`src/rtl/modp1_pkg.sv`:
```
package modp1_pkg;

  typedef struct packed {
    logic g;
    logic p;
  } gp_t;

  // hi spans the more significant bits
  function automatic gp_t gp_merge(gp_t hi, gp_t lo);
    gp_t r;
    r.g = hi.g | (hi.p & lo.g);
    r.p = hi.p & lo.p;
    return r;
  endfunction

  function automatic int prefix_levels(int w);
    return (w < 2) ? 1 : $clog2(w);
  endfunction

endpackage

```
`src/rtl/modp1_csa_map.sv`:
```
// Folds low fields plus correction into two n-bit vectors whose sum is A+B-1 mod 2^n+1
module modp1_csa_map #(
  parameter int W = 8
) (
  input  logic [W:0]   a_i,
  input  logic [W:0]   b_i,
  output logic [W-1:0] x_o,
  output logic [W-1:0] y_o
);

  logic [W-1:0] s_q;
  logic [W-1:0] cy_q;
  logic         top_a;
  logic         top_b;

  assign top_a = a_i[W];
  assign top_b = b_i[W];

  for (genvar i = 0; i < W; i++) begin : g_cell
    if (i == 0) begin : g_lsb
      // correction bit 0: 1 when top bits agree
      logic k;
      assign k       = ~(top_a ^ top_b);
      assign s_q[i]  = a_i[i] ^ b_i[i] ^ k;
      assign cy_q[i] = (a_i[i] & b_i[i]) | (k & (a_i[i] ^ b_i[i]));
    end else if (i == 1) begin : g_b1
      // correction bit 1: 0 only when both operands are 2^n
      logic k;
      assign k       = ~(top_a & top_b);
      assign s_q[i]  = a_i[i] ^ b_i[i] ^ k;
      assign cy_q[i] = (a_i[i] & b_i[i]) | (k & (a_i[i] ^ b_i[i]));
    end else begin : g_one
      // constant-one full adder
      assign s_q[i]  = ~(a_i[i] ^ b_i[i]);
      assign cy_q[i] = a_i[i] | b_i[i];
    end
  end

  assign x_o = s_q;
  // carry of weight 2^n wraps inverted into bit 0
  assign y_o = {cy_q[W-2:0], ~cy_q[W-1]};

endmodule

```
`src/rtl/modp1_prefix_tree.sv`:
```
module modp1_prefix_tree
  import modp1_pkg::*;
#(
  parameter int W = 8
) (
  input  gp_t [W-1:0] gp_i,
  output gp_t [W-1:0] grp_o
);

  localparam int L = prefix_levels(W);

  gp_t [W-1:0] lvl [L+1];

  assign lvl[0] = gp_i;

  for (genvar lv = 1; lv <= L; lv++) begin : g_lvl
    localparam int D = 1 << (lv - 1);
    for (genvar i = 0; i < W; i++) begin : g_bit
      if (i >= D) begin : g_op
        assign lvl[lv][i] = gp_merge(lvl[lv-1][i], lvl[lv-1][i-D]);
      end else begin : g_pass
        assign lvl[lv][i] = lvl[lv-1][i];
      end
    end
  end

  assign grp_o = lvl[L];

endmodule

```
`src/rtl/modp1_iac_core.sv`:
```
// Inverted end-around-carry adder; returns weighted residue of X+Y+1
module modp1_iac_core
  import modp1_pkg::*;
#(
  parameter int W = 8
) (
  input  logic [W-1:0] x_i,
  input  logic [W-1:0] y_i,
  output logic [W:0]   sum_o
);

  gp_t  [W-1:0] bit_gp;
  gp_t  [W-1:0] grp;
  logic [W-1:0] half_q;
  logic [W-1:0] cin_q;
  logic         g_all;
  logic         top_q;

  always_comb begin
    for (int i = 0; i < W; i++) begin
      bit_gp[i].g = x_i[i] & y_i[i];
      bit_gp[i].p = x_i[i] ^ y_i[i];
    end
  end

  assign half_q = x_i ^ y_i;

  modp1_prefix_tree #(.W(W)) u_tree (
    .gp_i  (bit_gp),
    .grp_o (grp)
  );

  assign g_all = grp[W-1].g;

  // carry-in is the inverted carry-out, folded in after the tree
  always_comb begin
    cin_q[0] = ~g_all;
    for (int i = 1; i < W; i++) begin
      cin_q[i] = grp[i-1].g | (grp[i-1].p & ~g_all);
    end
  end

  // all-propagate, no-generate: operands are bitwise complements
  assign top_q = grp[W-1].p & ~g_all;

  assign sum_o = {top_q, half_q ^ cin_q};

endmodule

```
`src/rtl/modp1_adder.sv`:
```
module modp1_adder #(
  parameter int W = 8
) (
  input  logic [W:0] a_i,
  input  logic [W:0] b_i,
  output logic [W:0] sum_o
);

  logic [W-1:0] map_x;
  logic [W-1:0] map_y;

  modp1_csa_map #(.W(W)) u_map (
    .a_i (a_i),
    .b_i (b_i),
    .x_o (map_x),
    .y_o (map_y)
  );

  modp1_iac_core #(.W(W)) u_core (
    .x_i   (map_x),
    .y_i   (map_y),
    .sum_o (sum_o)
  );

endmodule

```
`config.mk`:
```
export PLATFORM = sky130hd
export DESIGN_NAME = modp1_adder
export DESIGN_NICKNAME = d
export VERILOG_FILES = /design/src/rtl/modp1_pkg.sv /design/src/rtl/modp1_csa_map.sv /design/src/rtl/modp1_prefix_tree.sv /design/src/rtl/modp1_iac_core.sv /design/src/rtl/modp1_adder.sv
export SDC_FILE = /design/constraint.sdc
export NUM_CORES = 1
export LEC_CHECK = 0
export ABC_AREA = 1
export BUFFER_PORTS_ARGS = -buffer_cell sky130_fd_sc_hd__buf_2
export CAP_MARGIN = 15
export CORE_MARGIN = 4
export CORE_UTILIZATION = 55
export DETAILED_ROUTE_END_ITERATION = 7
export PLACE_DENSITY_LB_ADDON = 0.08
export SYNTH_ARGS = -nofsm -noshare
export SYNTH_HDL_FRONTEND = slang
export SYNTH_SLANG_ARGS = --single-unit
```
`constraint.sdc`:
```
create_clock -name vclk -period 4.9
set_clock_uncertainty 0.05 [all_clocks]
set_input_delay 0.245 -clock vclk [all_inputs]
set_output_delay 0.245 -clock vclk [all_outputs]
set_load 0.05 [all_outputs]
```
==> run_results.csv, run 1 <==
group,metric,value,unit
hold_path,hold_path_class,"primary input to output port",
cells_and_area,ff_latch_area,0,sq um
die,die_area,2000,sq um
place,dp_slack,1.88,ns
setup_path,worstSetupStartpointType,"primary input",
route,viasPerCell,4.56,
die,coreArea,1190,sq um
clocking,cts_hold_buffers,0,
route,firstDrtPassIters,4,
synthesis,syn-instance-count,129,
setup_path,critical_path_required,4.61,ns
synthesis,yosysTopAreaCellShare,0.253,
synthesis,synth_top_cell_by_area,"ha_1",
global_routing,grt_pass1_vias,672,
timing,fin_crit,3.02,ns
setup_path,critPathKind,"primary input to output port",
place,dp_cells,169,
synthesis,ys_top_cells_by_area,"ha_1 (25%), inv_1 (22%), nand2_1 (17%), fa_1 (8.1%), nand3_1 (4.7%)",
route,totalWireLength,1.46,mm
timing,hold_viol,0,
power_and_ir_drop,leakage,0.638,nW
place,place.gp.congestion,0.834,
die,start_util,0.626,
setup_path,crit_buf_inv,3,
cells_and_area,final_nets,193,
timing,slew_violations,0,
setup_path,endpoint_kind,"output port",
cells_and_area,flops_and_latches,0,
synthesis,syn_area_per_cell,5.75,sq um
cells_and_area,drive_gt1_frac,0.239,
die,rows,12,
synthesis,yosysMostFrequentCell,"inv_1",
cells_and_area,diodes,0,
setup_path,slowest_stage,"fa_1",
clocking,ctsResizeCount,0,
synthesis,seq_area_frac_synth,0,
place,place.detailed.hpwl,1.31,mm
die,die_w,44.7,um
timing,worst_pin_slew,0.259,ns
cells_and_area,stdcell_count,169,
timing,relSlewSlack,0.826,
setup_path,critPathTopFamily,"adder cells",
global_routing,grt_util_all_layers,0.155,
route,drc,0,
setup_path,critPathMaxStageDelay,0.38,ns
cells_and_area,multi_input_area,566,sq um
die,die_h,44.7,um
synthesis,yosys_warnings,0,
global_routing,grt_pass1_wl,2.53,mm
power_and_ir_drop,p_per_area,264,nW/um^2
route,vias,771,
synthesis,syn_nets,165,
route,wl_per_cell,8.66,um
timing,period_share,0.616,
cells_and_area,nFillCells,118,
setup_path,crit_path_frequent_cell,"nand2_1",
power_and_ir_drop,vdd_drop_max,0.231,mV
clocking,post_cts_buffers,0,
synthesis,ys_types,17,
global_routing,antenna_found_initial,0,
global_routing,grt_max_degree,8,
setup_path,crit_chain,"buf_2, ha_1, inv_1, fa_1, ha_1, nand2_1, nand2_1, nand2_1, nand2_2, nand2_4, and2_1, fa_1, xor2_1, buf_2",
timing,finalSetupTns,0,ns
synthesis,synthTopCellsByCount,"inv_1 (44), nand2_1 (33), ha_1 (15), nand3_1 (7), nor2_1 (7)",
flow_run,cap_violations,0,
timing,grt_setup_unrepaired,"no",
timing,finalSetupViolCount,0,
timing,clock.fmax,331,MHz
global_routing,overflow,0,
route,drt_iter0_drc,8,
place,portBuffers,27,
cells_and_area,nClkBuffers,0,
setup_path,cp_data_arrival_time,2.72,ns
outcome,status,"complete, no violations",
setup_path,crit_fanout,6,
timing,fin_ws,1.88,ns
cells_and_area,area.growth.synth_to_final,19.6,%
synthesis,syn-cell-area,742,sq um
die,io_pins,27,
route,final_antenna_net_count,0,
-- metal layers --
layer | vias up | share of wire | global-route usage
met5 | - | 0 | 0
met1 | 330 | 0.47 | 0.206
li1 | 427 | - | -
met2 | 14 | 0.49 | 0.295
met4 | 0 | 0 | 0
met3 | 0 | 0.040 | 0
-- layout make-up --
type / instances / area share
inverter: 45 / 0.190
timing repair buffer: 27 / 0.152
tap: 14 / 0.0197
multi-input combinational: 83 / 0.638
-- worst min-delay path, delay by kind of cell --
family                     cells  cell delay [ns]
adders and majority gates      2             0.38
buffers and inverters          2             0.34
-- report_power, final --
group	switching (W)	leakage (nW)	total [W]	internal (W)
combinational	0.000168	0.638	0.000234	0.0000664
clock	0	0	0	0
sequential	0	0	0	0
-- per-stage QoR --
step	total power (W)	hold WS [ns]	area, sq um	util
finish	0.000234	1.17	887	0.748
global route	0.000258	1.20	887	0.748
CTS	0.000235	1.17	887	0.748
detailed placement	0.000234	1.17	887	0.748
global placement	0.000229	1.12	887	0.748
floorplan	0.000190	1.03	742	-
-- cell families after synthesis --
logic type / after synthesis / share of synthesized area
AOI/OAI and AO/OA: 6 / 0.0556
xor gates and xnor gates: 2 / 0.0236
adders and majority gates: 18 / 0.334
buffers and inverters: 46 / 0.238
and+or+nand+nor: 57 / 0.349
-- final timing paths --
kind	cells after the start	startpoint	end
setup / recovery	14	a_i[8]	sum_o[1]
hold / removal	4	b_i[0]	sum_o[0]
-- placed cells by master (no fill, tap or decap) --
master / netlist / routed
a21oi_4: 1 / 1
nor2_2: 1 / 1
nand2_1: 33 / 33
buf_2: 0 / 27
inv_2: 1 / 1
inv_1: 44 / 44
nand2_4: 1 / 1
nand3_1: 7 / 7
a21oi_1: 5 / 5
fa_1: 3 / 3
xor2_1: 2 / 2
nor3_1: 1 / 1
and2_1: 1 / 1
nand3_2: 2 / 2
nor2_1: 7 / 7
ha_1: 15 / 15
nand2_2: 4 / 4
Power figures use the tool's default switching activity.
==> run 2, diff against run 1 <==
--- a/config.mk
+++ b/config.mk
@@ -9,7 +9,7 @@
 export BUFFER_PORTS_ARGS = -buffer_cell sky130_fd_sc_hd__buf_2
 export CAP_MARGIN = 15
 export CORE_MARGIN = 4
-export CORE_UTILIZATION = 55
+export CORE_UTILIZATION = 48
 export DETAILED_ROUTE_END_ITERATION = 7
 export PLACE_DENSITY_LB_ADDON = 0.08
 export SYNTH_ARGS = -nofsm -noshare
==> constraint.sdc (replaced) <==
create_clock -name vclk -period 2.5
set_clock_uncertainty 0.05 [all_clocks]
set_input_delay 0.125 -clock vclk [all_inputs]
set_output_delay 0.125 -clock vclk [all_outputs]
set_load 0.05 [all_outputs]
==> run 2 against run 1 <==
Net effect: via count is 13% higher; setup slack worse by 1.9 ns; clock-buffer cell count stayed put; the run now ends with negative setup slack left; non-clock buffer count is 13 higher; sequential share of layout area stayed put; critical path depth stayed put; core utilization is 7.4 points higher.
==> run_results.csv, run 2 (same netlist as run 1, synthesis figures left out) <==
group,metric,value,unit
outcome,status,"finished, violations left",
outcome,violations,"negative setup slack",
global_routing,grt_pass1_wl,2.84,mm
power_and_ir_drop,clkPwrFrac,0,
global_routing,grt_util_all_layers,0.167,
setup_path,endpoint_kind,"output port",
hold_path,hold_path_class,"primary input to output port",
cells_and_area,nFillCells,102,
setup_path,critPathKind,"primary input to output port",
route,final_antenna_net_count,0,
setup_path,crit_chain,"buf_6, ha_4, inv_2, fa_2, ha_4, nand2_2, nand2_2, nand2_2, nand2_2, nand2_4, and2_4, fa_2, xor2_4, buf_6",
setup_path,crit_buf_inv,3,
timing,relSlewSlack,0.828,
cells_and_area,area.growth.synth_to_final,53.1,%
route,firstDrtPassIters,4,
place,place.gp.congestion,0.830,
flow_run,cap_violations,0,
timing,slew_violations,0,
power_and_ir_drop,share_comb_of_total_power,1.000,
global_routing,grt_max_degree,8,
global_routing,antenna_found_initial,0,
setup_path,crit_fanout,2,
setup_path,critical_path_required,2.33,ns
timing,clock.fmax,391,MHz
cells_and_area,nClkBuffers,0,
setup_path,crit_path_frequent_cell,"nand2_2",
hold_path,hp-start,"b_i[7]",
cells_and_area,postLayoutCoreUtil,0.822,
timing,finalSetupViolCount,2,
cells_and_area,diodes,0,
place,dp_cells,179,
place,place.detailed.hpwl,1.52,mm
route,totalWireLength,1.92,mm
die,coreArea,1380,sq um
setup_path,critPathTopFamily,"adder cells",
timing,grt_setup_unrepaired,"yes",
power_and_ir_drop,seqPwrFrac,0,
timing,period_share,1.02,
route,drc,0,
timing,worst_pin_slew,0.257,ns
timing,hold_viol,0,
route,wl_per_cell,10.5,um
setup_path,slowest_stage,"fa_2",
timing,hold_ws,0.958,ns
hold_path,holdPathEnd,"sum_o[0]",
cells_and_area,layout_commonest_cell,"inv_1",
power_and_ir_drop,intPower,0.000252,W
cells_and_area,ff_latch_area,0,sq um
die,start_util,0.537,
setup_path,cp_data_arrival_time,2.38,ns
cells_and_area,stdcell_count,183,
global_routing,overflow,0,
power_and_ir_drop,p_per_area,558,nW/um^2
timing,fin_ws,-0.0579,ns
cells_and_area,finalInstanceArea,1140,sq um
hold_path,whs_path_depth,5,
power_and_ir_drop,leakage,0.722,nW
die,die_area,2240,sq um
cells_and_area,final_cell_mix,"inv_1 (43), nand2_1 (28), buf_2 (18)",
timing,fin_crit,2.56,ns
cells_and_area,flops_and_latches,0,
power_and_ir_drop,vdd_drop_max,0.351,mV
setup_path,worstSetupStartpointType,"primary input",
global_routing,grt_pass1_vias,761,
cells_and_area,final_nets,206,
clocking,cts_hold_buffers,0,
die,rows,13,
power_and_ir_drop,p_sw,0.000382,W
die,die_w,47.3,um
setup_path,critPathMaxStageDelay,0.57,ns
route,vias,873,
cells_and_area,drive_gt1_frac,0.405,
route,drt_iter0_drc,13,
place,post_dp_cell_area,1010,sq um
die,die_h,47.3,um
place,portBuffers,27,
power_and_ir_drop,swShare,0.603,
route,viasPerCell,4.77,
die,io_pins,27,
==> run 2: worst max path at each step <==
stage | from | depth (start not counted) | end
after global placement | b_i[8] | 14 | sum_o[1]
final | a_i[8] | 14 | sum_o[1]
after detailed placement | b_i[8] | 14 | sum_o[1]
after CTS | a_i[8] | 14 | sum_o[1]
after global routing | a_i[8] | 14 | sum_o[1]
after floorplan | b_i[8] | 12 | sum_o[1]
==> run 2: layout make-up <==
type | instances | area (sq um) | share of cell area
inverters | 45 | 169 | 0.149
multi-input cells | 83 | 659 | 0.580
well taps | 15 | 18.8 | 0.0165
repair buffers | 40 | 289 | 0.254
==> run 2: stage by stage <==
stage | setup TNS, ns | power, W | setup WS [ns]
floorplan | -0.0491 | 0.000408 | -0.0491
global placement | -0.223 | 0.000513 | -0.137
detailed placement | -0.350 | 0.000526 | -0.208
CTS | -0.101 | 0.000566 | -0.0619
global route | -0.327 | 0.000686 | -0.133
finish | -0.0997 | 0.000634 | -0.0579
==> run 2: layer usage <==
metal | wire [um] | track usage | vias up
li1 | - | - | 453
met4 | 18 | 0.0166 | 0
met3 | 109 | 0.00383 | 4
met5 | 0 | 0 | -
met2 | 1070 | 0.337 | 26
met1 | 716 | 0.196 | 390
==> run 2: what timing repair did <==
item,in CTS,in global routing
pin swaps,8,7
setup endpoints to repair,2,8
buffers inserted,3,1
resized for setup,8,25
==> run 2: tightest hold or removal path, stage by stage <==
cell,delay [ns]
buf_2,0.09
inv_1,0.04
ha_1,0.22
fa_2,0.25
buf_8,0.14
==> run 2: power groups by stage <==
stage	Combinational [W]	Sequential, W	Clock (W)
3_3_place_gp	0.000513	0	0
3_5_place_dp	0.000526	0	0
4_1_cts	0.000566	0	0
2_1_floorplan	0.000408	0	0
5_1_grt	0.000686	0	0
6_report	0.000634	0	0
==> run 3, diff against run 2 <==
==> constraint.sdc (replaced) <==
create_clock -name vclk -period 2.18
set_clock_uncertainty 0.05 [all_clocks]
set_input_delay 0.109 -clock vclk [all_inputs]
set_output_delay 0.109 -clock vclk [all_outputs]
set_load 0.05 [all_outputs]
==> run 3 against run 2 <==
Net effect: global-route usage increased by 5.7 points; power increased by 43%; die area unchanged; clock-buffer cell count unchanged; the run still ends with negative setup slack left; critical path depth unchanged; core utilization increased by 12 points; non-clock buffer count increased by 6; largest cell class unchanged; sequential share of layout area unchanged; first-iteration DRC count increased to 3.5 times the previous value; setup slack got worse by 0.31 ns; wire length increased by 97%; hold slack got worse by 0.0060 ns.
==> run_results.csv, run 3 (same netlist as run 1, synthesis figures left out) <==
group,metric,value,unit
outcome,status,"finished, violations left",
outcome,violations,"negative setup slack",
die,coreArea,1380,sq um
place,dp_slack,-0.504,ns
cells_and_area,nFillCells,46,
timing,period_share,1.17,
global_routing,grt_max_degree,7,
cells_and_area,layout_commonest_cell,"inv_1",
setup_path,endpoint_kind,"output port",
hold_path,hp-start,"b_i[7]",
global_routing,grt_util_all_layers,0.224,
power_and_ir_drop,swShare,0.614,
die,start_util,0.537,
setup_path,crit_chain,"buf_6, ha_4, inv_2, fa_2, ha_4, nand2_2, nand2_2, nand2_2, nand2_4, nand2_4, and2_4, fa_2, xor2_4, buf_6",
cells_and_area,ff_latch_area,0,sq um
cells_and_area,multi_input_area,761,sq um
power_and_ir_drop,intPower,0.000350,W
cells_and_area,diodes,0,
setup_path,crit_fanout,2,
cells_and_area,final_nets,212,
timing,hold_viol,0,
global_routing,antenna_found_initial,0,
setup_path,worstSetupStartpointType,"primary input",
die,rows,13,
power_and_ir_drop,leakage,0.771,nW
timing,hold_ws,0.952,ns
power_and_ir_drop,clkPwrFrac,0,
place,place.gp.congestion,0.830,
flow_run,cap_violations,0,
place,portBuffers,27,
setup_path,critPathKind,"primary input to output port",
route,wl_per_cell,19.9,um
route,drc,0,
setup_path,cp_data_arrival_time,2.39,ns
cells_and_area,drive_gt1_frac,0.511,
power_and_ir_drop,share_comb_of_total_power,1.000,
power_and_ir_drop,power,0.000906,W
setup_path,crit_buf_inv,3,
power_and_ir_drop,vdd_drop_max,0.588,mV
timing,slew_violations,0,
route,final_antenna_net_count,0,
route,firstDrtPassIters,4,
power_and_ir_drop,seqPwrFrac,0,
route,vias,1115,
cells_and_area,nClkBuffers,0,
global_routing,grt_pass1_wl,3.66,mm
setup_path,slowest_stage,"fa_2",
die,die_h,47.3,um
timing,finalSetupViolCount,9,
hold_path,hold_path_class,"primary input to output port",
global_routing,grt_pass1_vias,965,
timing,fin_crit,2.55,ns
global_routing,overflow,0,
die,io_pins,27,
setup_path,crit_path_frequent_cell,"nand2_2",
setup_path,crit_path_start,"b_i[8]",
die,die_w,47.3,um
timing,worst_pin_slew,0.291,ns
setup_path,critPathTopFamily,"adder cells",
place,place.detailed.hpwl,1.53,mm
power_and_ir_drop,p_sw,0.000557,W
setup_path,critical_path_required,2.02,ns
cells_and_area,final_cell_mix,"inv_1 (39), nand2_1 (24), buf_4 (18)",
route,totalWireLength,3.77,mm
timing,fin_ws,-0.369,ns
route,drt_iter0_drc,46,
timing,relSlewSlack,0.806,
timing,grt_setup_unrepaired,"yes",
timing,clock.fmax,392,MHz
route,viasPerCell,5.90,
cells_and_area,area.growth.synth_to_final,76.4,%
power_and_ir_drop,p_per_area,693,nW/um^2
cells_and_area,flops_and_latches,0,
setup_path,critPathMaxStageDelay,0.55,ns
die,die_area,2240,sq um
run 3: per-layer routing:
| layer | vias up | share of wire | GRT usage | wire (um) |
|---|---|---|---|---|
| li1 | 467 | - | - | - |
| met1 | 476 | 0.30 | 0.215 | 1120 |
| met2 | 116 | 0.50 | 0.484 | 1880 |
| met3 | 56 | 0.10 | 0.0153 | 390 |
| met4 | 0 | 0.10 | 0.0608 | 378 |
| met5 | - | 0 | 0 | 0 |
run 3: worst paths after layout:
check	cells after the start	to	slack (ns)
max	14	sum_o[1]	-0.37
min	5	sum_o[0]	0.95
run 3: repair_timing:
action / in CTS / in global routing
buffers inserted: 4 / 2
hold buffers: 0 / 0
setup endpoints to repair: 9 / 9
resized for setup: 35 / 23
pin swaps: 21 / 14
run 3: area by class of cell:
cell class / instances / area share
inverter: 45 / 0.131
multi-input combinational: 83 / 0.581
tap: 15 / 0.0143
timing repair buffer: 46 / 0.273
run 3: metrics by stage:
step / std cells / TNS [ns] / utilization / area, sq um
global route: 189 / -2.74 / 0.947 / 1310
finish: 189 / -1.86 / 0.947 / 1310
detailed placement: 187 / -2.02 / 0.785 / 1080
global placement: 187 / -1.37 / 0.785 / 1080
floorplan: 129 / -0.604 / - / 811
CTS: 189 / -0.787 / 0.884 / 1220
run 3: power groups by stage:
stage	sequential, W	combinational (W)	clock, W
after floorplan	0	0.000481	0
after global placement	0	0.000632	0
after detailed placement	0	0.000646	0
after CTS	0	0.000774	0
after global routing	0	0.000950	0
final	0	0.000906	0
run 3: worst min-delay path, delay by kind of cell:
family                     cells  cell delay, ns
adders and majority gates      2            0.49
buffers and inverters          3            0.30
